[src/rtl/raster_pkg.sv]
package raster_pkg;
    // Width of one programmed length; counters carry room for the sum of five.
    parameter int RT_PW = 13;
    parameter int RT_CW = RT_PW + 3;
    localparam int RT_AXES   = 2;
    localparam int RT_PHASES = 5;

    typedef logic [RT_PW-1:0] len_t;
    typedef logic [RT_CW-1:0] cnt_t;

    // Cumulative phase boundaries of one axis.
    typedef struct packed {
        cnt_t sync_lo;
        cnt_t sync_hi;
        cnt_t act_lo;
        cnt_t act_hi;
        cnt_t total;
    } bounds_t;

    typedef enum logic [1:0] {
        DE_LINE_SPAN  = 2'd0,
        DE_VISIBLE    = 2'd1,
        DE_VISIBLE_LO = 2'd2,
        DE_OFF        = 2'd3
    } de_mode_e;
endpackage

[src/rtl/raster_bounds.sv]
module raster_bounds
    import raster_pkg::*;
(
    input  len_t    ref_len,
    input  len_t    sync_len,
    input  len_t    back_len,
    input  len_t    act_len,
    input  len_t    front_len,
    output bounds_t bnd
);
    // Running sum of the five lengths, widened to counter width.
    always_comb begin
        bnd.sync_lo = cnt_t'(ref_len);
        bnd.sync_hi = bnd.sync_lo + cnt_t'(sync_len);
        bnd.act_lo  = bnd.sync_hi + cnt_t'(back_len);
        bnd.act_hi  = bnd.act_lo  + cnt_t'(act_len);
        bnd.total   = bnd.act_hi  + cnt_t'(front_len);
    end
endmodule

[src/rtl/raster_shadow.sv]
module raster_shadow
    import raster_pkg::*;
(
    input  logic     clk,
    input  logic     rst_n,
    input  logic     commit,
    input  bounds_t  h_new,
    input  bounds_t  v_new,
    input  de_mode_e de_new,
    output bounds_t  h_cur,
    output bounds_t  v_cur,
    output de_mode_e de_cur
);
    typedef struct packed {
        bounds_t  h;
        bounds_t  v;
        de_mode_e de;
    } shadow_t;

    shadow_t sh_d, sh_q;

    always_comb begin
        sh_d = sh_q;
        if (commit) begin
            sh_d.h  = h_new;
            sh_d.v  = v_new;
            sh_d.de = de_new;
        end
    end

    always_ff @(posedge clk or negedge rst_n) begin
        if (!rst_n) begin
            sh_q.h  <= '0;
            sh_q.v  <= '0;
            sh_q.de <= DE_VISIBLE;
        end else begin
            sh_q <= sh_d;
        end
    end

    assign h_cur  = sh_q.h;
    assign v_cur  = sh_q.v;
    assign de_cur = sh_q.de;

    // Timing in use never moves between frame boundaries.
    assert_hold_R10: assert property (@(posedge clk) disable iff (!rst_n)
        !commit |=> $stable(sh_q));
    // A boundary installs exactly what was presented on that edge.
    assert_load_R10: assert property (@(posedge clk) disable iff (!rst_n)
        commit |=> (sh_q.h == $past(h_new)) && (sh_q.v == $past(v_new)));
endmodule

[src/rtl/raster_axis.sv]
module raster_axis
    import raster_pkg::*;
(
    input  logic    clk,
    input  logic    rst_n,
    input  logic    step,
    input  bounds_t bnd,
    output cnt_t    pos,
    output logic    last,
    output logic    in_sync,
    output logic    in_act,
    output len_t    rel
);
    typedef struct packed {
        cnt_t pos;
    } axis_t;

    axis_t           ax_d, ax_q;
    logic [RT_CW:0]  nxt_wide;

    always_comb begin
        nxt_wide = {1'b0, ax_q.pos} + 1'b1;
        // A zero total makes every position the last one.
        last     = nxt_wide >= {1'b0, bnd.total};
        ax_d     = ax_q;
        if (step) begin
            ax_d.pos = last ? '0 : nxt_wide[RT_CW-1:0];
        end
        in_sync = (ax_q.pos >= bnd.sync_lo) && (ax_q.pos < bnd.sync_hi);
        in_act  = (ax_q.pos >= bnd.act_lo)  && (ax_q.pos < bnd.act_hi);
        rel     = in_act ? len_t'(ax_q.pos - bnd.act_lo) : '0;
    end

    always_ff @(posedge clk or negedge rst_n) begin
        if (!rst_n) begin
            ax_q.pos <= '0;
        end else begin
            ax_q <= ax_d;
        end
    end

    assign pos = ax_q.pos;

    assert_hold_R2: assert property (@(posedge clk) disable iff (!rst_n)
        !step |=> $stable(ax_q.pos));
    assert_adv_R2: assert property (@(posedge clk) disable iff (!rst_n)
        (step && !last) |=> (ax_q.pos == $past(ax_q.pos) + 1'b1));
    assert_wrap_R5: assert property (@(posedge clk) disable iff (!rst_n)
        (step && last) |=> (ax_q.pos == '0));
    // Bounds only change at the origin, so the counter never leaves the period.
    assert_range_R11: assert property (@(posedge clk) disable iff (!rst_n)
        (ax_q.pos < bnd.total) || (ax_q.pos == '0));
endmodule

[src/rtl/raster_timer.sv]
module raster_timer
    import raster_pkg::*;
(
    input  logic             clk,
    input  logic             rst_n,
    input  logic             pix_en,
    input  logic [RT_PW-1:0] h_ref_len,
    input  logic [RT_PW-1:0] h_sync_len,
    input  logic [RT_PW-1:0] h_back_len,
    input  logic [RT_PW-1:0] h_act_len,
    input  logic [RT_PW-1:0] h_front_len,
    input  logic [RT_PW-1:0] v_ref_len,
    input  logic [RT_PW-1:0] v_sync_len,
    input  logic [RT_PW-1:0] v_back_len,
    input  logic [RT_PW-1:0] v_act_len,
    input  logic [RT_PW-1:0] v_front_len,
    input  logic [1:0]       de_mode,
    input  logic             hsync_inv,
    input  logic             vsync_inv,
    output logic             hsync,
    output logic             vsync,
    output logic             de,
    output logic [RT_PW-1:0] pix_x,
    output logic [RT_PW-1:0] pix_y
);
    len_t     lens    [RT_AXES][RT_PHASES];
    bounds_t  bnd_new [RT_AXES];
    bounds_t  bnd_cur [RT_AXES];
    logic     step_a  [RT_AXES];
    logic     last_a  [RT_AXES];
    logic     sync_a  [RT_AXES];
    logic     act_a   [RT_AXES];
    cnt_t     pos_a   [RT_AXES];
    len_t     rel_a   [RT_AXES];
    de_mode_e de_cur;
    logic     commit;
    logic     both_act;

    assign lens[0][0] = h_ref_len;
    assign lens[0][1] = h_sync_len;
    assign lens[0][2] = h_back_len;
    assign lens[0][3] = h_act_len;
    assign lens[0][4] = h_front_len;
    assign lens[1][0] = v_ref_len;
    assign lens[1][1] = v_sync_len;
    assign lens[1][2] = v_back_len;
    assign lens[1][3] = v_act_len;
    assign lens[1][4] = v_front_len;

    // Horizontal steps on every enable; vertical steps on the horizontal wrap.
    assign step_a[0] = pix_en;
    assign step_a[1] = pix_en & last_a[0];
    assign commit    = pix_en & last_a[0] & last_a[1];

    for (genvar g = 0; g < RT_AXES; g++) begin : g_axis
        raster_bounds u_bounds (
            .ref_len   (lens[g][0]),
            .sync_len  (lens[g][1]),
            .back_len  (lens[g][2]),
            .act_len   (lens[g][3]),
            .front_len (lens[g][4]),
            .bnd       (bnd_new[g])
        );
        raster_axis u_axis (
            .clk     (clk),
            .rst_n   (rst_n),
            .step    (step_a[g]),
            .bnd     (bnd_cur[g]),
            .pos     (pos_a[g]),
            .last    (last_a[g]),
            .in_sync (sync_a[g]),
            .in_act  (act_a[g]),
            .rel     (rel_a[g])
        );
    end

    raster_shadow u_shadow (
        .clk    (clk),
        .rst_n  (rst_n),
        .commit (commit),
        .h_new  (bnd_new[0]),
        .v_new  (bnd_new[1]),
        .de_new (de_mode_e'(de_mode)),
        .h_cur  (bnd_cur[0]),
        .v_cur  (bnd_cur[1]),
        .de_cur (de_cur)
    );

    always_comb begin
        both_act = act_a[0] & act_a[1];
        hsync    = sync_a[0] ^ hsync_inv;
        vsync    = sync_a[1] ^ vsync_inv;
        unique case (de_cur)
            DE_LINE_SPAN:  de = act_a[0];
            DE_VISIBLE:    de = both_act;
            DE_VISIBLE_LO: de = ~both_act;
            default:       de = 1'b0;
        endcase
        pix_x = rel_a[0];
        pix_y = rel_a[1];
    end

    // The frame boundary puts both counters at the origin together.
    assert_origin_R10: assert property (@(posedge clk) disable iff (!rst_n)
        commit |=> (pos_a[0] == '0) && (pos_a[1] == '0));
    // The line counter only moves when the pixel counter has just wrapped.
    assert_line_step_R5: assert property (@(posedge clk) disable iff (!rst_n)
        (pos_a[1] != $past(pos_a[1])) |-> ($past(pix_en) && (pos_a[0] == '0)));
endmodule

[config.mk]
export PLATFORM = sky130hd
export DESIGN_NAME = raster_timer
export DESIGN_NICKNAME = d
export VERILOG_FILES = /design/src/rtl/raster_pkg.sv /design/src/rtl/raster_bounds.sv /design/src/rtl/raster_shadow.sv /design/src/rtl/raster_axis.sv /design/src/rtl/raster_timer.sv
export SDC_FILE = /design/constraint.sdc
export NUM_CORES = 1
export LEC_CHECK = 0
export BUFFER_PORTS_ARGS = -buffer_cell sky130_fd_sc_hd__buf_4
export CORE_ASPECT_RATIO = 1.75
export CORE_MARGIN = 2
export CORE_UTILIZATION = 55
export CTS_CLUSTER_DIAMETER = 50
export DETAILED_ROUTE_END_ITERATION = 10
export PLACE_DENSITY = 0.87
export SLEW_MARGIN = 15
export SYNTH_ARGS = -nofsm -noshare
export SYNTH_HDL_FRONTEND = slang
export SYNTH_SLANG_ARGS = --single-unit
[constraint.sdc]
create_clock -name clk -period 8.2 [get_ports clk]
set_input_delay 0.41 -clock clk [delete_from_list [all_inputs] [get_ports clk]]
set_output_delay 0.41 -clock clk [all_outputs]
set_load 0.01 [all_outputs]
==> results of run 1 <==
[repair_timing]
item                      in CTS  in global routing
hold buffers                   1                  0
buffers inserted               0                  0
hold endpoints to repair      61                  0
[area by class of cell]
class / count / area [µm²] / area share (%)
inverter: 193 / 724.4 / 3.920
multi-input combinational: 1362 / 10830 / 58.62
sequential: 182 / 4556 / 24.65
tap: 382 / 478.0 / 2.586
clock buffer: 20 / 456.7 / 2.471
timing repair buffer: 174 / 1328 / 7.184
clock inverter: 12 / 103.9 / 0.5620
[metrics by stage]
step	util [%]	hold WS (ps)
3_3_place_gp	61.15	428.7
3_5_place_dp	61.15	437.5
4_1_cts	63.10	177.5
2_1_floorplan	-	114.4
6_report	63.10	184.7
5_1_grt	63.10	184.9
[registers in the layout, indices dropped and copies added (netlist names)]
name / count
u_shadow.v_cur: 74
u_shadow.h_cur: 74
u_shadow.de_cur: 2
g_axis.u_axis.pos: 32
[cell usage in the layout, fill, tap and decap left out, types with 15 or more instances in the layout]
cell       count
xnor2_1       76
nand2b_1      30
o21a_1        18
dfrtp_1      181
and3_1        18
nand3_1       32
nor2_1        97
nand2_1      110
nor3_1        41
clkbuf_16     17
a21oi_1       83
xor2_1        53
a21o_1        64
nor2b_1       22
mux2_4        15
o21ai_0      131
and2_1        22
mux2_2        89
ha_1         255
inv_1        192
buf_4        171
[cells by family (layout without fill, tap and decap cells)]
kind of cell             Yosys count  in the layout  synth area share, %
AO/OA/AOI/OAI                    433            433                17.64
AND/OR/NAND/NOR                  425            425                13.04
adder cells (fa/ha/maj)          265            265                20.80
buffers and inverters            226            399                5.581
flip-flops                       182            182                27.95
XOR/XNOR                         133            133                7.332
multiplexers                     106            106                7.654
[critical path, stage by stage, from the launching register on]
cell	delay [ps]
dfrtp_1	580
ha_1	340
and3_2	280
and3_4	230
nand3_1	100
xnor2_1	230
ha_1	290
a21o_1	190
a21o_1	170
a21oi_1	150
nor2b_1	60
o21ai_0	150
nand2b_1	80
a221o_1	510
o21bai_4	940
buf_4	710
mux2_2	410
[power groups by stage]
stage	sequential, mW	combinational, mW	clock (mW)
6_report	1.52	4.39	0.818
5_1_grt	1.56	4.89	0.862
4_1_cts	1.51	4.36	0.823
3_5_place_dp	1.53	4.31	0
3_3_place_gp	1.50	4.12	0
2_1_floorplan	1.42	3.25	0
[per-layer routing]
metal / routed length, µm / global-route usage (%)
met5: 0 / 0
met3: 1731 / 3.711
met4: 2631 / 18.22
met1: 14900 / 27.65
met2: 23510 / 55.03
[path summary, 6_finish.rpt]
kind / endpoint / slack (ps) / depth (start not counted)
worst max-delay path: u_shadow.v_cur[28] / 2610 / 16
worst min-delay path: u_shadow.de_cur[1] / 180 / 2
worst max register to register: u_shadow.v_cur[28] / 2610 / 16
worst min register to register: u_shadow.v_cur[3] / 480 / 2
max in group asynchronous: u_shadow.h_cur[16] / 6380 / 3
min in group asynchronous: u_shadow.v_cur[73] / 490 / 2
==> out/results.tsv, run 1 <==
metric	value	unit
outcome	finished, final reports clean	
Psw	3.081	mW
initial antenna violation count	0	
async set-reset flop share out of synthesis	100.0	%
CTS Buffer Depth	2	
PD cells	364.1	nW/µm²
CTS resizes	0	
first-pass GRT wire length	69.80	mm
CTS tree	built	
Max IR drop VDD	0.0001971	V
worst rel slew slack	24.85	%
clk_lat worst skew	460	ps
drt wl/cell	18.40	µm
Via density	5.914	
Placed Area	17910	µm²
final global-route overflow total	0	
leading post-synthesis cells by cell area	dfrtp_1 28%, ha_1 20%, mux2_2 6.1%	
RSZ-0062 raised after global routing	false	
Tot Pwr	6.728	mW
FILL cells	2398	
area growth from synthesis to layout	13.38	%
top cells by count, synth	255 x ha_1, 192 x inv_1, 181 x dfrtp_1	
pin count of the biggest net entering global routing	96	
min-delay src	de_mode[1]	
antenna-violating nets left	0	
non-filler cells, final	2325	
DIE AREA	31080	µm²
number of global-route vias before repair	14810	
switching share of power	45.80	%
syn_nets	2172	
Mapped Area	16300	µm²
r2r startpoint	g_axis[1].u_axis.pos[1]	
Sequential Power Share	22.6	%
DP HPWL	33.47	mm
ys flop type	dfrtp_1	
clock share of power	12.2	%
share of post-route cells with drive strength above 1	18.58	%
Worst Path Required	8550	ps
DR DRC count	0	
synthesis-stage register bit count	182	
Worst Max-Slew Pin Slew	1124	ps
Worst Setup SP	g_axis[1].u_axis.pos[1]	
H-Tree Depth	4	
cells after synthesis	1770	
CP Capture Type	flip-flop	
Worst Setup Path Type	reg -> reg	
max cap viols	0	
Synth cell types	85	
Final period util	68.12	%
Post-synth EDFFs	0	
clock root cell	clkbuf_16	
most common cell in the netlist	ha_1	
Crit Path Max Fanout	59	
final instance area	18480	µm²
internal power	3.647	mW
PortBufs	165	
setup ws final	2614	ps
clock-pin slew on the worst setup and hold paths	70	ps
dpl cells	2292	
Final setup violation count	0	
Place WS	2359	ps
Iter 0 DRT Violations	662	
Hold Vio Cnt, Final	0	
minimum clock period	5586	ps
core area	29290	µm²
Die X	134.1	µm
CTS Sinks	182	
Worst Skew	12.60	ps
sequential area share after synthesis	27.95	%
hold crit path type	in -> reg	
Mean Syn Cell Area	9.208	µm²
post-synth top area cell	dfrtp_1	
clock buffer count from CTS	17	
Antenna Cells	0	
DR vias	13750	
drt first pass iters	5	
post-route setup TNS	0	ps
crit path DAT	5930	ps
Total Wirelength	42.77	mm
Lkg Pwr	9.342	nW
crit start category	flip-flop	
Synth warnings	0	
Die H	231.7	µm
Row Count	83	
Total Routing Usage GR	28.37	%
RePlAce Congestion	0.9110	
Initial Utilization	55.65	%
Ports	166	
combinational share of power	65.3	%
NumNets Final	2332	
Max Fclk	179.0	MHz
top-area cell type share of the netlist area	27.79	%
Slew Viols, Final	0	
Power figures use the tool's default switching activity.
==> run 2: changes to the inputs <==
--- a/config.mk
+++ b/config.mk
@@ -5,6 +5,7 @@
 export SDC_FILE = /design/constraint.sdc
 export NUM_CORES = 1
 export LEC_CHECK = 0
+export ABC_AREA = 1
 export BUFFER_PORTS_ARGS = -buffer_cell sky130_fd_sc_hd__buf_4
 export CORE_ASPECT_RATIO = 1.75
 export CORE_MARGIN = 2
==> constraint.sdc (replaced) <==
create_clock -name clk -period 5.5 [get_ports clk]
set_input_delay 0.275 -clock clk [delete_from_list [all_inputs] [get_ports clk]]
set_output_delay 0.275 -clock clk [all_outputs]
set_load 0.01 [all_outputs]
==> run 2 against run 1 <==
Synthesized cell count grew 32%. Sequential cell count is the same. Power grew 62%. Combinational power grew 68%. Utilization shrank 0.91 points. Count of clock-buffer cells in the layout shrank 2. Cell area grew 5.4%. Cell count grew 25%. Register-to-register slack lost 1700 ps. Critical endpoint is now u_shadow.v_cur[14]. Largest power group unchanged.
==> out/results.tsv, run 2 <==
metric	value	unit
outcome	finished, final reports clean	
drt first pass iters	5	
Total Routing Usage GR	31.41	%
DR DRC count	0	
Hold Vio Cnt, Final	0	
share of post-route cells with drive strength above 1	13.35	%
clock buffer count from CTS	17	
DIE AREA	33070	µm²
initial antenna violation count	0	
CP peak stage delay	400	ps
Iter 0 DRT Violations	841	
most common cell in the netlist	nand2_1	
CP most frequent cell	nand2_1	
PortBufs	165	
Antenna Cells	0	
Max IR drop VDD	0.0005478	V
Worst Skew	10.03	ps
Via density	5.702	
PD cells	560.5	nW/µm²
Tot Pwr	10.91	mW
syn_nets	2742	
Synth warnings	0	
Placed Area	18890	µm²
Synth cell types	48	
Mean Syn Cell Area	7.422	µm²
CTS Sinks	182	
clock root cell	clkbuf_16	
Lkg Pwr	10.56	nW
Slew Viols, Final	0	
crit start category	input pin	
area growth from synthesis to layout	12.12	%
Final setup violation count	0	
Ports	166	
ys flop type	dfrtp_1	
internal power	5.335	mW
CP Capture Type	flip-flop	
Psw	5.579	mW
commonest non-fill, non-tap cell in the layout	nand2_1	
Total Wirelength	51.35	mm
clock-pin slew on the worst setup and hold paths	70	ps
Row Count	86	
drt wl/cell	17.67	µm
final global-route overflow total	0	
combinational share of power	67.6	%
post-synth top area cell	dfrtp_1	
cells after synthesis	2340	
Mapped Area	17370	µm²
antenna-violating nets left	0	
H-Tree Depth	4	
max cap viols	0	
Die X	138.3	µm
clk_lat worst skew	460	ps
Hold Crit Depth	3	
clock share of power	11.1	%
Worst Setup Path Type	in -> reg	
first-pass GRT wire length	82.29	mm
Post-synth EDFFs	0	
Initial Utilization	55.47	%
Max Fclk	200.1	MHz
Crit Path Max Fanout	5	
worst reg-to-reg path cell count	18	
Final period util	90.84	%
DR vias	16560	
sequential area share after synthesis	26.23	%
hold crit path type	in -> reg	
minimum clock period	4996	ps
CTS tree	built	
leading post-synthesis cells by cell area	dfrtp_1 26%, ha_1 18%, nand2_1 12%	
top cells by count, synth	538 x nand2_1, 373 x inv_1, 255 x ha_1	
NumNets Final	2898	
crit path DAT	5350	ps
worst rel slew slack	31.31	%
core area	31310	µm²
Die H	239.1	µm
Worst Path Required	5850	ps
CTS Buffer Depth	2	
commonest non-fill, non-tap cells in the layout	537 x nand2_1, 373 x inv_1, 255 x ha_1, 181 x dfrtp_1, 176 x a21oi_1	
final instance area	19470	µm²
async set-reset flop share out of synthesis	100.0	%
number of global-route vias before repair	17030	
top-area cell type share of the netlist area	26.08	%
synthesis-stage register bit count	182	
DP HPWL	41.71	mm
switching share of power	51.12	%
pin count of the biggest net entering global routing	102	
Slowest-stage cell, CP	fa_1	
RePlAce Congestion	1.009	
Worst Max-Slew Pin Slew	1030	ps
Sequential Power Share	21.4	%
## run 2: changes by cell type in the layout (fill, tap and decap cells not counted), sizes merged, moves of 22 or more
| cell | delta |
|---|---|
| a21o | -49 |
| a21oi | +83 |
| and3 | -22 |
| inv | +188 |
| mux2 | -104 |
| nand2 | +451 |
| nand2b | -30 |
| nand3 | +89 |
| nand4 | +24 |
| nor2 | +38 |
| nor2b | -22 |
| o21ai | +56 |
| xnor2 | -35 |
| xor2 | +25 |
## run 2: logic make-up (layout without fill, tap and decap cells)
logic type	count (synthesis)	in the layout	share of synthesized area, %
fa+ha+maj	265	265	19.52
xor+xnor	123	123	6.203
flops	182	182	26.23
compound gates	446	446	15.55
simple gates	906	906	22.33
buf+inv	418	587	10.17
## run 2: path summary, 6_finish.rpt
path                                    startpoint                       to  slack [ps]
max in group asynchronous                    rst_n       u_shadow.h_cur[71]        3760
hold / removal                        h_ref_len[3]       u_shadow.h_cur[67]          20
min in group asynchronous                    rst_n  g_axis[0].u_axis.pos[4]         470
hold reg to reg                 u_shadow.de_cur[0]       u_shadow.de_cur[0]         470
setup / recovery                      v_ref_len[0]       u_shadow.v_cur[14]         500
setup reg to reg           g_axis[0].u_axis.pos[1]       u_shadow.v_cur[30]         910
## run 2: layout make-up
| cell class | instances | area [µm²] |
|---|---|---|
| clock buffers | 18 | 439.2 |
| inverters | 375 | 1410 |
| multi-input cells | 1740 | 11060 |
| well taps | 396 | 495.5 |
| repair buffers | 180 | 1395 |
| flip-flops and latches | 182 | 4556 |
| fillers | 2773 | 11840 |
| clock inverters | 14 | 117.6 |
## run 2: repair_timing
| action | 4_1_cts | 5_1_grt |
|---|---|---|
| buffers inserted | 0 | 1 |
| hold endpoints to repair | 32 | 0 |
| endpoints found under the setup margin | 0 | 2 |
| hold buffers | 1 | 0 |
| gates resized for setup | 0 | 3 |
## run 2: power groups by stage
stage	combinational (mW)	clock, mW	sequential, mW
after global placement	6.98	0	2.32
after detailed placement	7.22	0	2.35
after CTS	7.28	1.22	2.33
after global routing	8.25	1.27	2.39
after floorplan	5.37	0	2.18
final	7.37	1.21	2.33
## run 2: stage by stage
stage          hold slack [ps]  setup TNS, ps  worst slack [ps]  utilization (%)  cells
2_1_floorplan           -20.59              0             879.6                -   2340
6_report                 24.63              0             503.7            62.19   2905
5_1_grt                  23.82         -5.106            -5.106            62.19   2905
4_1_cts                  12.44              0             491.9            62.13   2904
3_5_place_dp             454.1              0             31.08            60.32   2871
3_3_place_gp             449.7              0             128.5            60.32   2871
## run 2: metal layers
metal / GRT usage, % / up-vias / wire, µm
met5: 0 / - / 0
met4: 29.84 / 0 / 5513
met3: 3.986 / 253 / 2035
met2: 58.55 / 603 / 26480
met1: 29.11 / 7707 / 17320
li1: - / 8000 / -
## run 2: critical path: cells and delay by family
kind | cells | cell delay [ps]
adders and majority gates | 5 | 1730
xor gates and xnor gates | 3 | 550
AOI/OAI and AO/OA | 5 | 950
and+or+nand+nor | 14 | 1600
buffers and inverters | 3 | 220
